[config.mk]
export PLATFORM = sky130hd
export DESIGN_NAME = tmr_evt_ctr
export DESIGN_NICKNAME = d
export VERILOG_FILES = /design/src/rtl/tec_pkg.sv /design/src/rtl/tec_prescaler.sv /design/src/rtl/tec_pin_sync.sv /design/src/rtl/tec_count_core.sv /design/src/rtl/tmr_evt_ctr.sv
export SDC_FILE = /design/constraint.sdc
export NUM_CORES = 1
export LEC_CHECK = 0
export BUFFER_PORTS_ARGS = -buffer_cell sky130_fd_sc_hd__buf_2
export CORE_ASPECT_RATIO = 1.4
export CORE_UTILIZATION = 55
export CTS_CLUSTER_SIZE = 40
export DETAILED_ROUTE_END_ITERATION = 8
export PLACE_DENSITY = 0.87
export RECOVER_POWER = 100
export SYNTH_ARGS = -nofsm -noshare
export SYNTH_HDL_FRONTEND = slang
export SYNTH_SLANG_ARGS = --single-unit
[constraint.sdc]
create_clock -name clk -period 1.95 [get_ports clk]
set_input_delay 0.195 -clock clk [delete_from_list [all_inputs] [get_ports clk]]
set_output_delay 0.195 -clock clk [all_outputs]
set_load 0.01 [all_outputs]
[src/rtl/tec_pkg.sv]
package tec_pkg;
   typedef enum logic [1:0] {
      MODE_OFF   = 2'b00,
      MODE_EVENT = 2'b01,
      MODE_TIMER = 2'b10,
      MODE_PULSE = 2'b11
   } tec_mode_e;
endpackage

[src/rtl/tec_prescaler.sv]
module tec_prescaler #(
   parameter int SEL_W = 3
) (
   input  logic             clk,
   input  logic             rst_n,
   input  logic             restart,
   input  logic [SEL_W-1:0] sel,
   output logic             tick
);
   localparam int DIV_W = (1 << SEL_W) - 1;

   logic [DIV_W-1:0] div_q;
   logic [DIV_W-1:0] mask;

   generate
      for (genvar i = 0; i < DIV_W; i++) begin : g_mask
         assign mask[i] = (32'(sel) > i);
      end
   endgenerate

   always_ff @(posedge clk or negedge rst_n) begin
      if (!rst_n)       div_q <= '0;
      else if (restart) div_q <= '0;
      else              div_q <= div_q + 1'b1;
   end

   assign tick = ((div_q & mask) == mask);
endmodule

[src/rtl/tec_pin_sync.sv]
module tec_pin_sync #(
   parameter int STAGES = 2
) (
   input  logic clk,
   input  logic rst_n,
   input  logic pin_async,
   output logic level,
   output logic rise,
   output logic fall
);
   logic [STAGES-1:0] chain_q;
   logic              prev_q;

   always_ff @(posedge clk or negedge rst_n) begin
      if (!rst_n) begin
         chain_q <= '0;
         prev_q  <= 1'b0;
      end else begin
         chain_q <= {chain_q[STAGES-2:0], pin_async};
         prev_q  <= chain_q[STAGES-1];
      end
   end

   assign level = chain_q[STAGES-1];
   assign rise  = level & ~prev_q;
   assign fall  = ~level & prev_q;
endmodule

[src/rtl/tec_count_core.sv]
module tec_count_core #(
   parameter int W = 8
) (
   input  logic         clk,
   input  logic         rst_n,
   input  logic         advance,
   input  logic         load_now,
   input  logic [W-1:0] load_val,
   input  logic [W-1:0] reload,
   output logic [W-1:0] count,
   output logic         ovf_pulse,
   output logic         div_out
);
   logic [W-1:0] cnt_q;
   logic         ovf_q;
   logic         div_q;
   logic         wrap;

   assign wrap = advance && (cnt_q == {W{1'b1}});

   always_ff @(posedge clk or negedge rst_n) begin
      if (!rst_n) begin
         cnt_q <= '0;
         ovf_q <= 1'b0;
         div_q <= 1'b0;
      end else begin
         ovf_q <= wrap;
         div_q <= div_q ^ wrap;
         if (load_now)     cnt_q <= load_val;
         else if (wrap)    cnt_q <= reload;
         else if (advance) cnt_q <= cnt_q + 1'b1;
      end
   end

   assign count     = cnt_q;
   assign ovf_pulse = ovf_q;
   assign div_out   = div_q;
endmodule

[src/rtl/tmr_evt_ctr.sv]
module tmr_evt_ctr
   import tec_pkg::*;
#(
   parameter int CNT_W       = 8,
   parameter int PSC_SEL_W   = 3,
   parameter int SYNC_STAGES = 2
) (
   input  logic             clk,
   input  logic             rst_n,
   input  logic             bus_wr,
   input  logic             bus_addr,
   input  logic [CNT_W-1:0] bus_wdata,
   output logic [CNT_W-1:0] bus_rdata,
   input  logic             ext_pin,
   output logic             irq,
   output logic             freq_out
);
   localparam int POL_BIT = PSC_SEL_W;
   localparam int EN_BIT  = PSC_SEL_W + 1;
   localparam int MODE_HI = CNT_W - 1;
   localparam int MODE_LO = CNT_W - 2;
   localparam logic [CNT_W-1:0] CTL_MASK =
      CNT_W'((1 << (PSC_SEL_W + 2)) - 1) | (CNT_W'(3) << MODE_LO);

   generate
      if (CNT_W < PSC_SEL_W + 4) begin : g_bad_width
         $error("CNT_W too narrow for the control fields");
      end
      if (PSC_SEL_W < 1) begin : g_bad_sel
         $error("PSC_SEL_W must be at least 1");
      end
      if (SYNC_STAGES < 2) begin : g_bad_sync
         $error("SYNC_STAGES must be at least 2");
      end
   endgenerate

   logic [CNT_W-1:0] ctl_q;
   logic [CNT_W-1:0] preload_q;
   logic [CNT_W-1:0] cnt_val;
   tec_mode_e        mode;
   logic             run, ctl_wr, pre_wr;
   logic             tick, pin_lvl, pin_rise, pin_fall;
   logic             gate_on, gate_end, pw_stop, advance;

   assign mode   = tec_mode_e'(ctl_q[MODE_HI:MODE_LO]);
   assign run    = ctl_q[EN_BIT] && (mode != MODE_OFF);
   assign ctl_wr = bus_wr && bus_addr;
   assign pre_wr = bus_wr && !bus_addr;

   tec_prescaler #(.SEL_W(PSC_SEL_W)) i_psc (
      .clk     (clk),
      .rst_n   (rst_n),
      .restart (ctl_wr),
      .sel     (ctl_q[PSC_SEL_W-1:0]),
      .tick    (tick)
   );

   tec_pin_sync #(.STAGES(SYNC_STAGES)) i_sync (
      .clk       (clk),
      .rst_n     (rst_n),
      .pin_async (ext_pin),
      .level     (pin_lvl),
      .rise      (pin_rise),
      .fall      (pin_fall)
   );

   assign gate_on  = ctl_q[POL_BIT] ? ~pin_lvl  : pin_lvl;
   assign gate_end = ctl_q[POL_BIT] ? pin_rise  : pin_fall;
   assign pw_stop  = run && (mode == MODE_PULSE) && gate_end;

   always_comb begin
      advance = 1'b0;
      if (run) begin
         unique case (mode)
            MODE_EVENT: advance = ctl_q[POL_BIT] ? pin_fall : pin_rise;
            MODE_TIMER: advance = tick;
            MODE_PULSE: advance = tick && gate_on;
            default:    advance = 1'b0;
         endcase
      end
   end

   always_ff @(posedge clk or negedge rst_n) begin
      if (!rst_n) begin
         ctl_q     <= '0;
         preload_q <= '0;
      end else begin
         if (pre_wr)       preload_q <= bus_wdata;
         if (ctl_wr)       ctl_q <= bus_wdata & CTL_MASK;
         else if (pw_stop) ctl_q[EN_BIT] <= 1'b0;
      end
   end

   tec_count_core #(.W(CNT_W)) i_core (
      .clk       (clk),
      .rst_n     (rst_n),
      .advance   (advance),
      .load_now  (pre_wr && !run),
      .load_val  (bus_wdata),
      .reload    (preload_q),
      .count     (cnt_val),
      .ovf_pulse (irq),
      .div_out   (freq_out)
   );

   assign bus_rdata = bus_addr ? ctl_q : cnt_val;
endmodule

* After elaboration in Yosys (flattened, before gate mapping)
Cells that the tools add are included.
** Storage, ports and cells
- Logic and storage cells :: 54
- Memory bits (writable) :: 0
- ROM bits :: 0
- Latch bits :: 0
- Memories :: 0
- Bits in registers :: 35
- Input bits :: 13
- Output and inout bits :: 10
** Cells by class
- Reduce and logical (&&, ||, !) cells :: 13
- Shift operators :: 0
- Eq/ne operators :: 5
- Order comparisons :: 7
- $mul :: 0
- Add/subtract/negate cells :: 2
- Divide/modulo/power cells :: 0
- Bitwise logic cells :: 6
- Muxes and demuxes :: 12
** Operator list (count)
- $mux 8 :: 4
- $gt 3x3->1 const B :: 3
- $add 8x1->8 const B :: 1
- $eq 8x8->1 const B :: 1
- $logic_and 1x1->1 :: 8
- $add 7x1->7 const B :: 1
- $and 7x7->7 :: 1
- $eq 7x7->1 :: 1
- $mux 7 :: 1
- $gt 3x1->1 const B :: 2
- $gt 3x2->1 const B :: 2
- $mux 1 :: 6
- $eq 2x2->1 const B :: 2
- $reduce_bool 2->1 :: 2
- $pmux 1 s3 :: 1
- $reduce_bool 3->1 :: 1
- $and 1x1->1 :: 2
- $eq 2x1->1 const B :: 1
- $logic_not 1->1 :: 2
- $not 1->1 :: 2
- $xor 1x1->1 :: 1

* Depth between registers and ports, before layout
- Depth after elaboration :: 9
- Depth in mapped cells :: 7
- Mapped depth without buffers :: 6

* Modules after synthesis
From an unflattened synthesis, not the netlist that was laid out.
** Unflattened totals
- Cell total of the unflattened synthesis :: 162
- Area, all modules :: 1826.8 um^2
** Modules (own cells, without submodules)
- tmr_evt_ctr :: instances 1, cells an instance 55, area an instance 773.2 um^2, seq. area each 375.4 um^2
- tec_count_core :: instances 1, cells an instance 63, area an instance 606.8 um^2, seq. area each 250.2 um^2
- tec_prescaler :: instances 1, cells an instance 39, area an instance 356.6 um^2, seq. area each 175.2 um^2
- tec_pin_sync :: instances 1, cells an instance 5, area an instance 90.1 um^2, seq. area each 75.1 um^2

* Worst setup path before layout
OpenSTA, ideal clock, no wires.
- Kind :: register to register
- From :: register ctl_q[3]
- To :: register i_core.cnt_q[2], in the netlist i_core.count[2]
- Stages on the path, launching flop included :: 7
- Clock period less this slack :: 1720 ps
- Setup time :: 126 ps
- Setup slack :: 230 ps
- Data required time :: 1824 ps
- Arrival time :: 1594 ps
- Buffers on the path :: 1
- Path through :: dfrtp_1 > or3b_1 > a211oi_2 > a41oi_2 > and2_4 > buf_6 > a221o_1
** On the way
- Longest elaborated chain between the ends :: 7
- Elaborated cells between the ends (all ways) :: 9
- Those cells by class :: mux (6); reduce/logical (3)
** Ends and longest elaborated chain
- start: declaration :: line tmr_evt_ctr.sv:37 : logic [CNT_W-1:0] ctl_q;
- start signal: assignment :: line tmr_evt_ctr.sv:89 : if (ctl_wr) ctl_q <= bus_wdata & CTL_MASK;
- $mux 1 :: line tmr_evt_ctr.sv:67 : assign gate_on = ctl_q[POL_BIT] ? ~pin_lvl : pin_lvl;
- $logic_and 1x1->1 :: line tmr_evt_ctr.sv:77 : MODE_PULSE: advance = tick && gate_on;
- $pmux 1 s3 (*) :: line tmr_evt_ctr.sv:74 : unique case (mode)
- $mux 1 (*) :: line tmr_evt_ctr.sv:73 : if (run) begin
- $logic_and 1x1->1 :: line tec_count_core.sv:19 : assign wrap = advance && (cnt_q == {W{1'b1}});
- $mux 8 :: line tec_count_core.sv:30 : else if (wrap) cnt_q <= reload;
- $mux 8 :: line tec_count_core.sv:29 : if (load_now) cnt_q <= load_val;
- end signal: assignment :: line tec_count_core.sv:29
- end signal: assignment :: line tec_count_core.sv:30
- end signal: assignment :: line tec_count_core.sv:31 : else if (advance) cnt_q <= cnt_q + 1'b1;
- end: declaration :: line tec_count_core.sv:14 : logic [W-1:0] cnt_q;
Every way passes the cells marked *; elsewhere a longest branch is shown, timed or not.
A chain may end at the register's enable or synchronous reset.

* Final worst setup path
- From :: register ctl_q[3]
- To :: register i_core.cnt_q[1], in the netlist i_core.count[1]
The elaborated chain is that of the path after synthesis.

==> flow_summary_export.csv <==
group,metric,value,unit
final_layout,fin_nets,214,
clocking,cts_buffer_depth,2,
place,place_ws,0.01403,ns
synthesis,synth_top_area_share,48.48,%
clocking,cts_buffers,5,
final_layout,antenna_cells,0,
synthesis,ys.flop_type,"dfrtp_1",
final_layout,area_delta_synth_final,18.01,%
synthesis,netlist_area,1807,um^2
setup_path,crit_path_end_kind,"flop",
synthesis,yosys.cell_types.count,42,
synthesis,synth_nets,181,
drt,wl,4.206,mm
global_route,grt_pass1_wl,7.031,mm
pwr,cellLeakagePower,0.9302,nW
synthesis,yosys_warnings,0,
clocking,clk-insertion-delay-late,0.30,ns
final_layout,final_cell_area,2132,um^2
place,placed_area,1974,um^2
die,die_w,50.44,um
clocking,h-tree-depth,2,
setup_path,max_stage_delay,0.41,ns
sta,fin_crit_sh,95.76,%
sta,slew_viol_final,0,
setup_path,setup.worst_path.start_class,"flop",
die,ios,23,
sta,finClkSkew,0.008460,ns
place,place_hpwl,2.919,mm
setup_path,worstSetupPathType,"reg -> reg",
pwr,p_per_area,1065,nW/um^2
worst_hold_path,hold_class,"in -> reg",
die,core_area,3123,um^2
die,initial_core_util,57.85,%
final_layout,fillers,249,
outcome,status,"finished clean",
setup_path,critical_path_arrival,2.04,ns
drt,drt_pre_antenna_iters,4,
drt,vias_per_cell,5.874,
setup_path,critPathSlowestCell,"dfrtp_1",
clocking,cts_tree,"built",
die,die-area,3521,um^2
drt,drt_iter0_markers,43,
clocking,cts-root-buf,"clkbuf_8",
drt,route.detailed.drc,0,
global_route,grt_pass1_vias,1502,
drt,drtAntennaViolNets,0,
sta,hold_viol,0,
synthesis,synth.most_common_cell,"dfrtp_1",
sta,setup_viol,0,
final_layout,drive_above_1_share,26.50,%
synthesis,netlist_instances,166,
synthesis,synth_edf_count,0,
global_route,track_usage,27.57,%
synthesis,synthArstFlopShare,100.0,%
synthesis,yosys-top-cells-area,"dfrtp_1 (48%), mux2_2 (11%), a221o_1 (3.9%)",
synthesis,ys_top_cells_by_count,"dfrtp_1 (35), mux2_2 (18), nor2_1 (15), nand2_1 (13), o21ai_0 (9)",
pwr,vdd_drop_max,0.8431,mV
sta,tightest_slew,0.8631,ns
synthesis,synth_seq_area_share,48.48,%
sta,fmax,535.5,MHz
sta,setup_slack,0.08264,ns
sta,period_needed,1.867,ns
setup_path,worst_ep_required_time,2.12,ns
clocking,path_clk_slew,0.07,ns
sta,slew_headroom,42.46,%
drt,num_vias,1404,
setup_path,crit_chain,"or3b_1 > a211oi_2 > a41oi_4 > and2_4 > a221o_1",
global_route,grt_antenna_before_repair,0,
clocking,cts_sinks,35,
setup_path,critPathTopFamily,"compound AO/OA/AOI/OAI gates",
global_route,grt_max_degree,36,
die,die_height,69.82,um
place,gp_congestion,0.9207,
global_route,overflow,0,
synthesis,synth_seq_cells,35,
synthesis,yosysTopAreaCell,"dfrtp_1",
setup_path,cp_num_buf_inv,0,
die,num_rows,24,
synthesis,avgSynthCellArea,10.88,um^2
setup_path,cp_max_fo,6,
drt,routedWlPerCell,17.60,um
place,portBuffers,22,
flow_run,max-cap-violations,0,
[path summary, 6_finish.rpt]
check,from,endpoint,slack (ns),depth (start not counted)
max in group asynchronous,rst_n,i_core.count[1],0.86,2
hold reg to reg,i_sync.chain_q[0],i_sync.chain_q[1],0.35,0
hold / removal,bus_wdata[0],preload_q[0],0.15,3
min in group asynchronous,rst_n,i_sync.prev_q,0.53,2
setup / recovery,ctl_q[3],i_core.count[1],0.08,5
setup reg to reg,ctl_q[3],i_core.count[1],0.08,5
[cell families (layout without fill, tap and decap cells)]
| logic type | Yosys count | count (layout) | share of synthesized area [%] |
|---|---|---|---|
| buffers and inverters | 13 | 47 | 3.878 |
| adders and majority gates | 2 | 2 | 1.385 |
| xor gates and xnor gates | 9 | 9 | 4.363 |
| and+or+nand+nor | 53 | 53 | 14.89 |
| DFF | 35 | 35 | 48.48 |
| AOI/OAI and AO/OA | 33 | 33 | 14.13 |
| muxes | 21 | 21 | 12.88 |
[where the power goes]
group / internal, W / leakage, nW / total, W / switching, W
Combinational: 0.000280 / 0.437 / 0.000560 / 0.000279
Clock: 0.000413 / 0.0612 / 0.000683 / 0.000270
Sequential: 0.000858 / 0.432 / 0.00103 / 0.000170
Total: 0.00155 / 0.930 / 0.00227 / 0.000720
[registers in the layout, indices dropped and copies added, names as in the netlist]
signal and flops:
i_core.div_out 1, i_psc.div_q 7, ctl_q 7, i_core.ovf_pulse 1, i_core.count 8, i_sync.prev_q 1
i_sync.chain_q 2, preload_q 8
[layer usage]
metal / share of wire [%] / track usage, % / wire, um / up-vias
li1: - / - / - / 659
met1: 39 / 30.42 / 1625 / 687
met2: 53 / 48.59 / 2245 / 47
met3: 4.7 / 5.921 / 199 / 11
met4: 3.2 / 13.27 / 135 / 0
met5: 0 / 0 / 0 / -
[cell type report]
cell class	instances	area (um^2)	area share, %
sequential	35	875.8	41.08
multi-input combinational	118	887.1	41.61
inverter	3	11.26	0.5282
tap	39	48.80	2.289
clock inverter	2	35.03	1.643
timing repair buffer	36	191.4	8.979
clock buffer	6	82.58	3.873
[what timing repair did]
action	4_1_cts	5_1_grt
hold endpoints to repair	29	0
pin swaps	2	3
gates resized for setup	2	1
setup buffers	2	1
endpoints found under the setup margin	1	9
hold buffers	2	0
[through the flow]
| stage | total power (W) | utilization (%) | hold slack, ns | TNS [ns] | instances |
|---|---|---|---|---|---|
| floorplan | 0.001375 | - | -0.1006 | 0 | 166 |
| global placement | 0.001547 | 63.22 | 0.3036 | 0 | 226 |
| detailed placement | 0.001578 | 63.22 | 0.3075 | 0 | 226 |
| CTS | 0.002288 | 68.67 | 0.1455 | 0 | 238 |
| global route | 0.002392 | 68.27 | 0.1560 | -0.05017 | 239 |
| finish | 0.002271 | 68.27 | 0.1519 | 0 | 239 |
[worst min-delay path, delay by kind of cell]
kind | cells | cell delay, ns
compound gates | 1 | 0.06
buf+inv | 1 | 0.11
simple gates | 1 | 0.05
[layout by cell type, fill, tap and decap left out, types with 3 or more instances in the layout]
cell       n
inv_1      3
a211oi_1   3
buf_4      7
xor2_1     7
dfrtp_1   35
o21ai_0    9
nor2b_1    4
mux2i_1    3
a221o_1    7
clkbuf_1  13
clkbuf_8   6
nand2_1   13
nor2_1    15
mux2_2    18
buf_2     13
nand3_1    6
Note: power is estimated with default switching activity, not from simulation.
